## config.mk

```make
export PLATFORM = sky130hd
export DESIGN_NAME = xfer_status_irq
export DESIGN_NICKNAME = d
export VERILOG_FILES = /design/src/rtl/xfer_pkg.sv /design/src/rtl/xfer_ctrl.sv /design/src/rtl/xfer_status_dp.sv /design/src/rtl/xfer_status_irq.sv
export SDC_FILE = /design/constraint.sdc
export NUM_CORES = 1
export LEC_CHECK = 0
export ABC_CLOCK_PERIOD_IN_PS = 1900
export CAP_MARGIN = 0
export CORE_MARGIN = 4
export CORE_UTILIZATION = 38
export DETAILED_ROUTE_END_ITERATION = 10
export GPL_TIMING_DRIVEN = 1
export PLACE_DENSITY = 0.88
export SYNTH_ARGS = -nofsm -noshare
export SYNTH_HDL_FRONTEND = slang
export SYNTH_SLANG_ARGS = --single-unit
export TNS_END_PERCENT = 20
```

## constraint.sdc

```tcl
create_clock -name clk -period 1.9 [get_ports clk]
set_input_delay 0.285 -clock clk [delete_from_list [all_inputs] [get_ports clk]]
set_output_delay 0.285 -clock clk [all_outputs]
set_load 0.005 [all_outputs]
```

## src/rtl/xfer_pkg.sv

```systemverilog
package xfer_pkg;
  // Strobes from the control half to the status datapath
  typedef struct packed {
    logic startXfer;
    logic endXfer;
    logic clearAll;
  } xfer_strobe_t;
endpackage

```

## src/rtl/xfer_ctrl.sv

```systemverilog
module xfer_ctrl
  import xfer_pkg::*;
#(
  parameter int NUM_DRIVES = 4,
  localparam int DRV_W = (NUM_DRIVES > 1) ? $clog2(NUM_DRIVES) : 1
) (
  input  logic             clk,
  input  logic             rstN,
  input  logic             cmdValid,
  input  logic [DRV_W-1:0] cmdDrive,
  input  logic             cmdIsData,
  input  logic             cmdIsRead,
  input  logic             byteCountZero,
  input  logic             sectorEnd,
  input  logic             lastWordSent,
  input  logic             abortReq,
  input  logic             initReq,
  input  logic [NUM_DRIVES-1:0] driveReady,
  output logic             cmdAccept,
  output logic             xferBusy,
  output logic [DRV_W-1:0] strobeDrive,
  output xfer_strobe_t     strobes
);
  logic             busyQ;
  logic             readQ;
  logic             zeroSeenQ;
  logic [DRV_W-1:0] driveQ;
  logic             endCond;
  logic             dirEnd;

  always_comb begin
    cmdAccept = cmdValid && !initReq && driveReady[cmdDrive]
                && (!cmdIsData || !busyQ);
    dirEnd    = readQ ? lastWordSent : sectorEnd;
    endCond   = (zeroSeenQ || byteCountZero) && dirEnd;
    strobes.clearAll  = initReq;
    strobes.startXfer = cmdAccept && cmdIsData;
    strobes.endXfer   = busyQ && !initReq && (abortReq || endCond);
    strobeDrive = strobes.startXfer ? cmdDrive : driveQ;
  end

  always_ff @(posedge clk or negedge rstN) begin
    if (!rstN) begin
      busyQ     <= 1'b0;
      readQ     <= 1'b0;
      zeroSeenQ <= 1'b0;
      driveQ    <= '0;
    end else if (strobes.clearAll) begin
      busyQ     <= 1'b0;
      zeroSeenQ <= 1'b0;
    end else if (strobes.startXfer) begin
      busyQ     <= 1'b1;
      readQ     <= cmdIsRead;
      driveQ    <= cmdDrive;
      zeroSeenQ <= 1'b0;
    end else if (strobes.endXfer) begin
      busyQ     <= 1'b0;
      zeroSeenQ <= 1'b0;
    end else if (busyQ && byteCountZero) begin
      zeroSeenQ <= 1'b1;
    end
  end

  assign xferBusy = busyQ;
endmodule

```

## src/rtl/xfer_status_dp.sv

```systemverilog
module xfer_status_dp
  import xfer_pkg::*;
#(
  parameter int NUM_DRIVES = 4,
  parameter int NUM_ERR = 8,
  parameter logic [NUM_ERR-1:0] IRQ_ERR_MASK = 8'b0000_0111,
  localparam int DRV_W = (NUM_DRIVES > 1) ? $clog2(NUM_DRIVES) : 1
) (
  input  logic                  clk,
  input  logic                  rstN,
  input  xfer_strobe_t          strobes,
  input  logic [DRV_W-1:0]      strobeDrive,
  input  logic [NUM_ERR-1:0]    errEvent,
  input  logic                  errClrWe,
  input  logic [NUM_ERR-1:0]    errClrMask,
  input  logic                  doneClrWe,
  input  logic [NUM_DRIVES-1:0] attnIn,
  input  logic                  irqEnable,
  output logic                  xferDone,
  output logic [NUM_DRIVES-1:0] driveReady,
  output logic [NUM_ERR-1:0]    errStatus,
  output logic                  irqReq
);
  logic                  doneQ;
  logic [NUM_DRIVES-1:0] readyQ;
  logic [NUM_ERR-1:0]    errQ;
  logic [NUM_ERR-1:0]    errKeep;

  // One ready flag per drive
  for (genvar d = 0; d < NUM_DRIVES; d++) begin : g_ready
    always_ff @(posedge clk or negedge rstN) begin
      if (!rstN) readyQ[d] <= 1'b1;
      else if (strobes.clearAll) readyQ[d] <= 1'b1;
      else if (strobes.startXfer && strobeDrive == DRV_W'(d)) readyQ[d] <= 1'b0;
      else if (strobes.endXfer && strobeDrive == DRV_W'(d)) readyQ[d] <= 1'b1;
    end
  end

  always_comb begin
    if (strobes.startXfer) errKeep = '0;
    else if (errClrWe)     errKeep = errQ & ~errClrMask;
    else                   errKeep = errQ;
  end

  always_ff @(posedge clk or negedge rstN) begin
    if (!rstN) begin
      errQ  <= '0;
      doneQ <= 1'b0;
    end else if (strobes.clearAll) begin
      errQ  <= '0;
      doneQ <= 1'b0;
    end else begin
      errQ <= errKeep | errEvent;
      if (strobes.endXfer)                       doneQ <= 1'b1;
      else if (strobes.startXfer || doneClrWe)   doneQ <= 1'b0;
    end
  end

  assign irqReq     = irqEnable && (doneQ || (|attnIn) || (|(errQ & IRQ_ERR_MASK)));
  assign xferDone   = doneQ;
  assign driveReady = readyQ;
  assign errStatus  = errQ;
endmodule

```

## src/rtl/xfer_status_irq.sv

```systemverilog
module xfer_status_irq
  import xfer_pkg::*;
#(
  parameter int NUM_DRIVES = 4,
  parameter int NUM_ERR = 8,
  parameter logic [NUM_ERR-1:0] IRQ_ERR_MASK = 8'b0000_0111,
  localparam int DRV_W = (NUM_DRIVES > 1) ? $clog2(NUM_DRIVES) : 1
) (
  input  logic                  clk,
  input  logic                  rstN,
  input  logic                  cmdValid,
  input  logic [DRV_W-1:0]      cmdDrive,
  input  logic                  cmdIsData,
  input  logic                  cmdIsRead,
  input  logic                  byteCountZero,
  input  logic                  sectorEnd,
  input  logic                  lastWordSent,
  input  logic [NUM_ERR-1:0]    errEvent,
  input  logic                  errClrWe,
  input  logic [NUM_ERR-1:0]    errClrMask,
  input  logic                  doneClrWe,
  input  logic [NUM_DRIVES-1:0] attnIn,
  input  logic                  irqEnable,
  input  logic                  abortReq,
  input  logic                  initReq,
  output logic                  cmdAccept,
  output logic                  xferBusy,
  output logic                  xferDone,
  output logic [NUM_DRIVES-1:0] driveReady,
  output logic [NUM_ERR-1:0]    errStatus,
  output logic                  irqReq
);
  xfer_strobe_t     strobes;
  logic [DRV_W-1:0] strobeDrive;

  xfer_ctrl #(.NUM_DRIVES(NUM_DRIVES)) u_ctrl (
    .clk(clk), .rstN(rstN), .cmdValid(cmdValid), .cmdDrive(cmdDrive),
    .cmdIsData(cmdIsData), .cmdIsRead(cmdIsRead),
    .byteCountZero(byteCountZero), .sectorEnd(sectorEnd),
    .lastWordSent(lastWordSent), .abortReq(abortReq), .initReq(initReq),
    .driveReady(driveReady), .cmdAccept(cmdAccept), .xferBusy(xferBusy),
    .strobeDrive(strobeDrive), .strobes(strobes)
  );

  xfer_status_dp #(.NUM_DRIVES(NUM_DRIVES), .NUM_ERR(NUM_ERR),
                   .IRQ_ERR_MASK(IRQ_ERR_MASK)) u_dp (
    .clk(clk), .rstN(rstN), .strobes(strobes), .strobeDrive(strobeDrive),
    .errEvent(errEvent), .errClrWe(errClrWe), .errClrMask(errClrMask),
    .doneClrWe(doneClrWe), .attnIn(attnIn), .irqEnable(irqEnable),
    .xferDone(xferDone), .driveReady(driveReady), .errStatus(errStatus),
    .irqReq(irqReq)
  );
endmodule

```

==> run_results.csv <==
group,metric,value,unit
global_routing,grt_pass1_vias,1108,
setup_path,path_cells,"mux4_2 > and4_4 > clkdlybuf4s15_2",
global_routing,grt.total_usage,19.8,%
yosys,syn_area_per_cell,10.4,um2
yosys,synth_xor_area_share,0,%
timing,tightest_slew,0.472,ns
pwr,power_frac_comb,27.9,%
timing,finalClockSkew,0.00102,ns
run_status,status,"completed",
floorplanning,row_count,18,
cells_and_area,post-route-util,65.9,%
setup_path,crit_type,"flip-flop to output port",
pwr,ir_worst_vdd,0.000634,V
timing,slew_headroom,68.1,%
setup_path,worstSetupStartpointType,"flip-flop",
yosys,synth_top_family_by_area,"compound AO/OA/AOI/OAI gates",
cts,clkTransAtPathRegs,0.10,ns
floorplanning,coreArea,2450,um2
floorplanning,die_h,58.5,um
cts,clock_sinks,18,
pwr,p_leak,0.697,nW
global_routing,grt_max_degree,20,
setup_path,required,1.62,ns
cts,numCtsBuffers,3,
yosys,synth_area_leaders,"dfrtp_1 (36%), dfstp_2 (11%), o2bb2ai_1 (7.2%), nand3_1 (4.6%), nand2_1 (4.6%)",
run,cap_violations,0,
drt,routed_via_density,5.42,
setup_path,cp_data_arrival_time,1.56,ns
floorplanning,start_util,39.6,%
timing,rsz0062_at_grt,"no",
yosys,post-synth-top-area-fraction,36.1,%
global_routing,grtUsageMet1,21.3,%
pwr,p_clk_share,25.2,%
global_routing,grt_antenna_before_repair,0,
yosys,yosysWarnings,0,
drt,wirelength,2.96,mm
timing,final.min_clock_period,1.84,ns
setup_path,cp_num_cells,3,
cts,htreeDepth,1,
pwr,power_frac_seq,46.8,%
drt,route.detailed.drc,0,
floorplanning,dieArea,3430,um2
timing,hold_viol,0,
setup_path,slowest_stage,"mux4_2",
yosys,synth_nets,128,
drt,drt_iter0_markers,16,
yosys,synth_top_cell_by_area,"dfrtp_1",
drt,dr.pass1.iters,4,
cells_and_area,final_nets,190,
setup_path,slowest_delay,0.50,ns
global_routing,met2_usage,37.6,%
setup_path,crit_fanout,2,
yosys,synthMuxAreaShare,7.09,%
pwr,switchingPower,0.250,mW
pwr,switching_share,26.3,%
cts,clk_latency,0.30,ns
cells_and_area,diodes,0,
setup_path,critical_path_buf_inv_count,1,
floorplanning,ios,51,
placed_design,dp_hpwl,2.34,mm
setup_path,cp_top_family,"multiplexers",
cts,cts_tree,"yes",
global_routing,grt-ovfl-total,0,
placed_design,portBuffers,50,
setup_path,worst_setup_path_end_kind,"output port",
yosys,synth_area,971,um2
yosys,synth_cell_types,37,
timing,finalSetupViolations,0,
yosys,ys_seq_area_share,46.9,%
drt,num_vias,998,
pwr,internal-power,0.699,mW
floorplanning,die-width,58.5,um
worst_hold_path,hold_path.class,"primary input to async pin",
pwr,power.total,0.949,mW
cts,clock_path_buffers,2,
timing,final.setup.tns,0,ns
cts,cts-root-buf,"clkbuf_4",
cells_and_area,area_growth,66.5,%
global_routing,grt-busiest-layer,"met2",
drt,post_drt_wl_per_cell,16.1,um
global_routing,grt_util_met3,3.07,%
cells_and_area,fin_area,1620,um2
yosys,synth_fa_ha_area_share,0,%
yosys,synth_cells,93,
cells_and_area,drive_gt1_share,21.4,%
timing,finalCritPeriodShare,96.9,%
placed_design,gp_congestion,0.929,
placed_design,placed_area,1550,um2
timing,slew_viol_final,0,
timing,fmax,543,MHz
drt,ant_nets,0,
pwr,power_density,587,nW/um2
global_routing,grt_pass1_wl,5.09,mm
yosys,synth-seq-cells,18,
yosys,synth_compound_area_share,23.1,%
setup_path,r2r_cells,5,
yosys,synthSimpleGateAreaFrac,17.3,%
==> final timing paths <==
| path | endpoint | slack (ns) | startpoint |
|---|---|---|---|
| max | cmdAccept | 0.06 | u_dp.driveReady[3] |
| min | u_dp.errStatus[4] | 0.30 | rstN |
| max reg2reg | u_dp.driveReady[1] | 0.15 | u_dp.driveReady[3] |
| min reg2reg | u_ctrl.readQ | 0.55 | u_ctrl.readQ |
| max in group asynchronous | u_dp.driveReady[3] | 1.34 | rstN |
| min in group clk | u_dp.errStatus[0] | 0.53 | errEvent[0] |
==> metal layers <==
layer	wire (um)	share of wire [%]
met1	1100	37
met2	1600	54
met3	181	6.1
met4	80	2.7
met5	0	0
==> worst register-to-register path: cells and delay by family, from the launching register on <==
| family | cells | cell delay [ns] |
|---|---|---|
| DFF | 1 | 0.39 |
| buffers and inverters | 2 | 0.29 |
| muxes | 1 | 0.50 |
| AOI/OAI and AO/OA | 2 | 0.52 |
==> kinds of logic after synthesis <==
| logic type | after synthesis |
|---|---|
| simple gates | 32 |
| compound gates | 26 |
| mux | 5 |
| flops | 18 |
| buf+inv | 12 |
==> registers in the layout, summed over array words and instances, names as in the netlist <==
| name | count |
|---|---|
| u_dp.xferDone | 1 |
| u_ctrl.zeroSeenQ | 1 |
| u_ctrl.readQ | 1 |
| u_ctrl.driveQ | 2 |
| u_dp.errStatus | 8 |
| u_dp.driveReady | 4 |
| u_ctrl.xferBusy | 1 |
==> area by class of cell <==
class | count | area, um2
Fill cell | 186 | 838
Timing Repair Buffer | 63 | 597
Multi-Input combinational cell | 63 | 468
Sequential cell | 18 | 455
Tap cell | 30 | 37.5
Clock buffer | 4 | 36.3
Inverter | 6 | 22.5
==> cell usage in the layout (no fill, tap or decap), drive strengths merged, types with 2 or more instances in the layout <==
cell,instances
o21ai,3
nand2,12
buf,13
mux2i,2
a21o,3
inv,6
nand3,9
dfstp,4
clkbuf,4
dlygate4sd2,2
mux2,2
nor4,2
nor2,2
clkdlybuf4s50,47
o2bb2ai,8
a21oi,2
a31o,2
dfrtp,14
==> Yosys cell counts <==
cell type   n
buf_2       1
a41oi_1     1
dfrtp_1    14
a21o_2      1
mux2i_1     2
mux2_4      1
nand3_1     9
a41o_1      1
mux4_2      1
clkbuf_2    1
a2111oi_4   1
inv_1       6
nor3b_1     1
a221o_1     1
nor4bb_1    1
o21ai_0     3
nor4_1      2
a31oi_1     1
dfstp_2     4
a31o_2      2
or2_2       1
and4_2      1
mux2_2      1
nand2_1    12
nor2_1      2
clkbuf_1    2
a21o_1      2
buf_6       1
a21oi_1     2
and3b_1     1
o2bb2ai_1   8
a32o_1      1
o211ai_1    1
buf_1       1
and3_1      1
and2_4      1
a21boi_0    1
==> stage by stage <==
stage / setup slack [ns] / std cells / hold WS (ns)
floorplan: 0.207 / 93 / -0.0106
global placement: -0.356 / 177 / 0.522
detailed placement: -0.402 / 177 / 0.522
CTS: 0.0298 / 184 / 0.301
global route: 0.0143 / 184 / 0.319
finish: 0.0580 / 184 / 0.301
==> power by group through the flow <==
| stage | logic, mW | clock network [mW] | registers (mW) |
|---|---|---|---|
| after floorplan | 0.0987 | 0 | 0.446 |
| after global placement | 0.247 | 0 | 0.449 |
| after detailed placement | 0.259 | 0 | 0.450 |
| after CTS | 0.265 | 0.248 | 0.443 |
| after global routing | 0.288 | 0.269 | 0.449 |
| final | 0.265 | 0.240 | 0.445 |
==> what timing repair did <==
action / CTS / global route
setup endpoints to repair: 2 / 1
buffers inserted: 3 / 0
hold buffers: 0 / 0
pin swaps: 0 / 1
resized for setup: 7 / 0
Note: power is estimated with default switching activity, not from simulation.
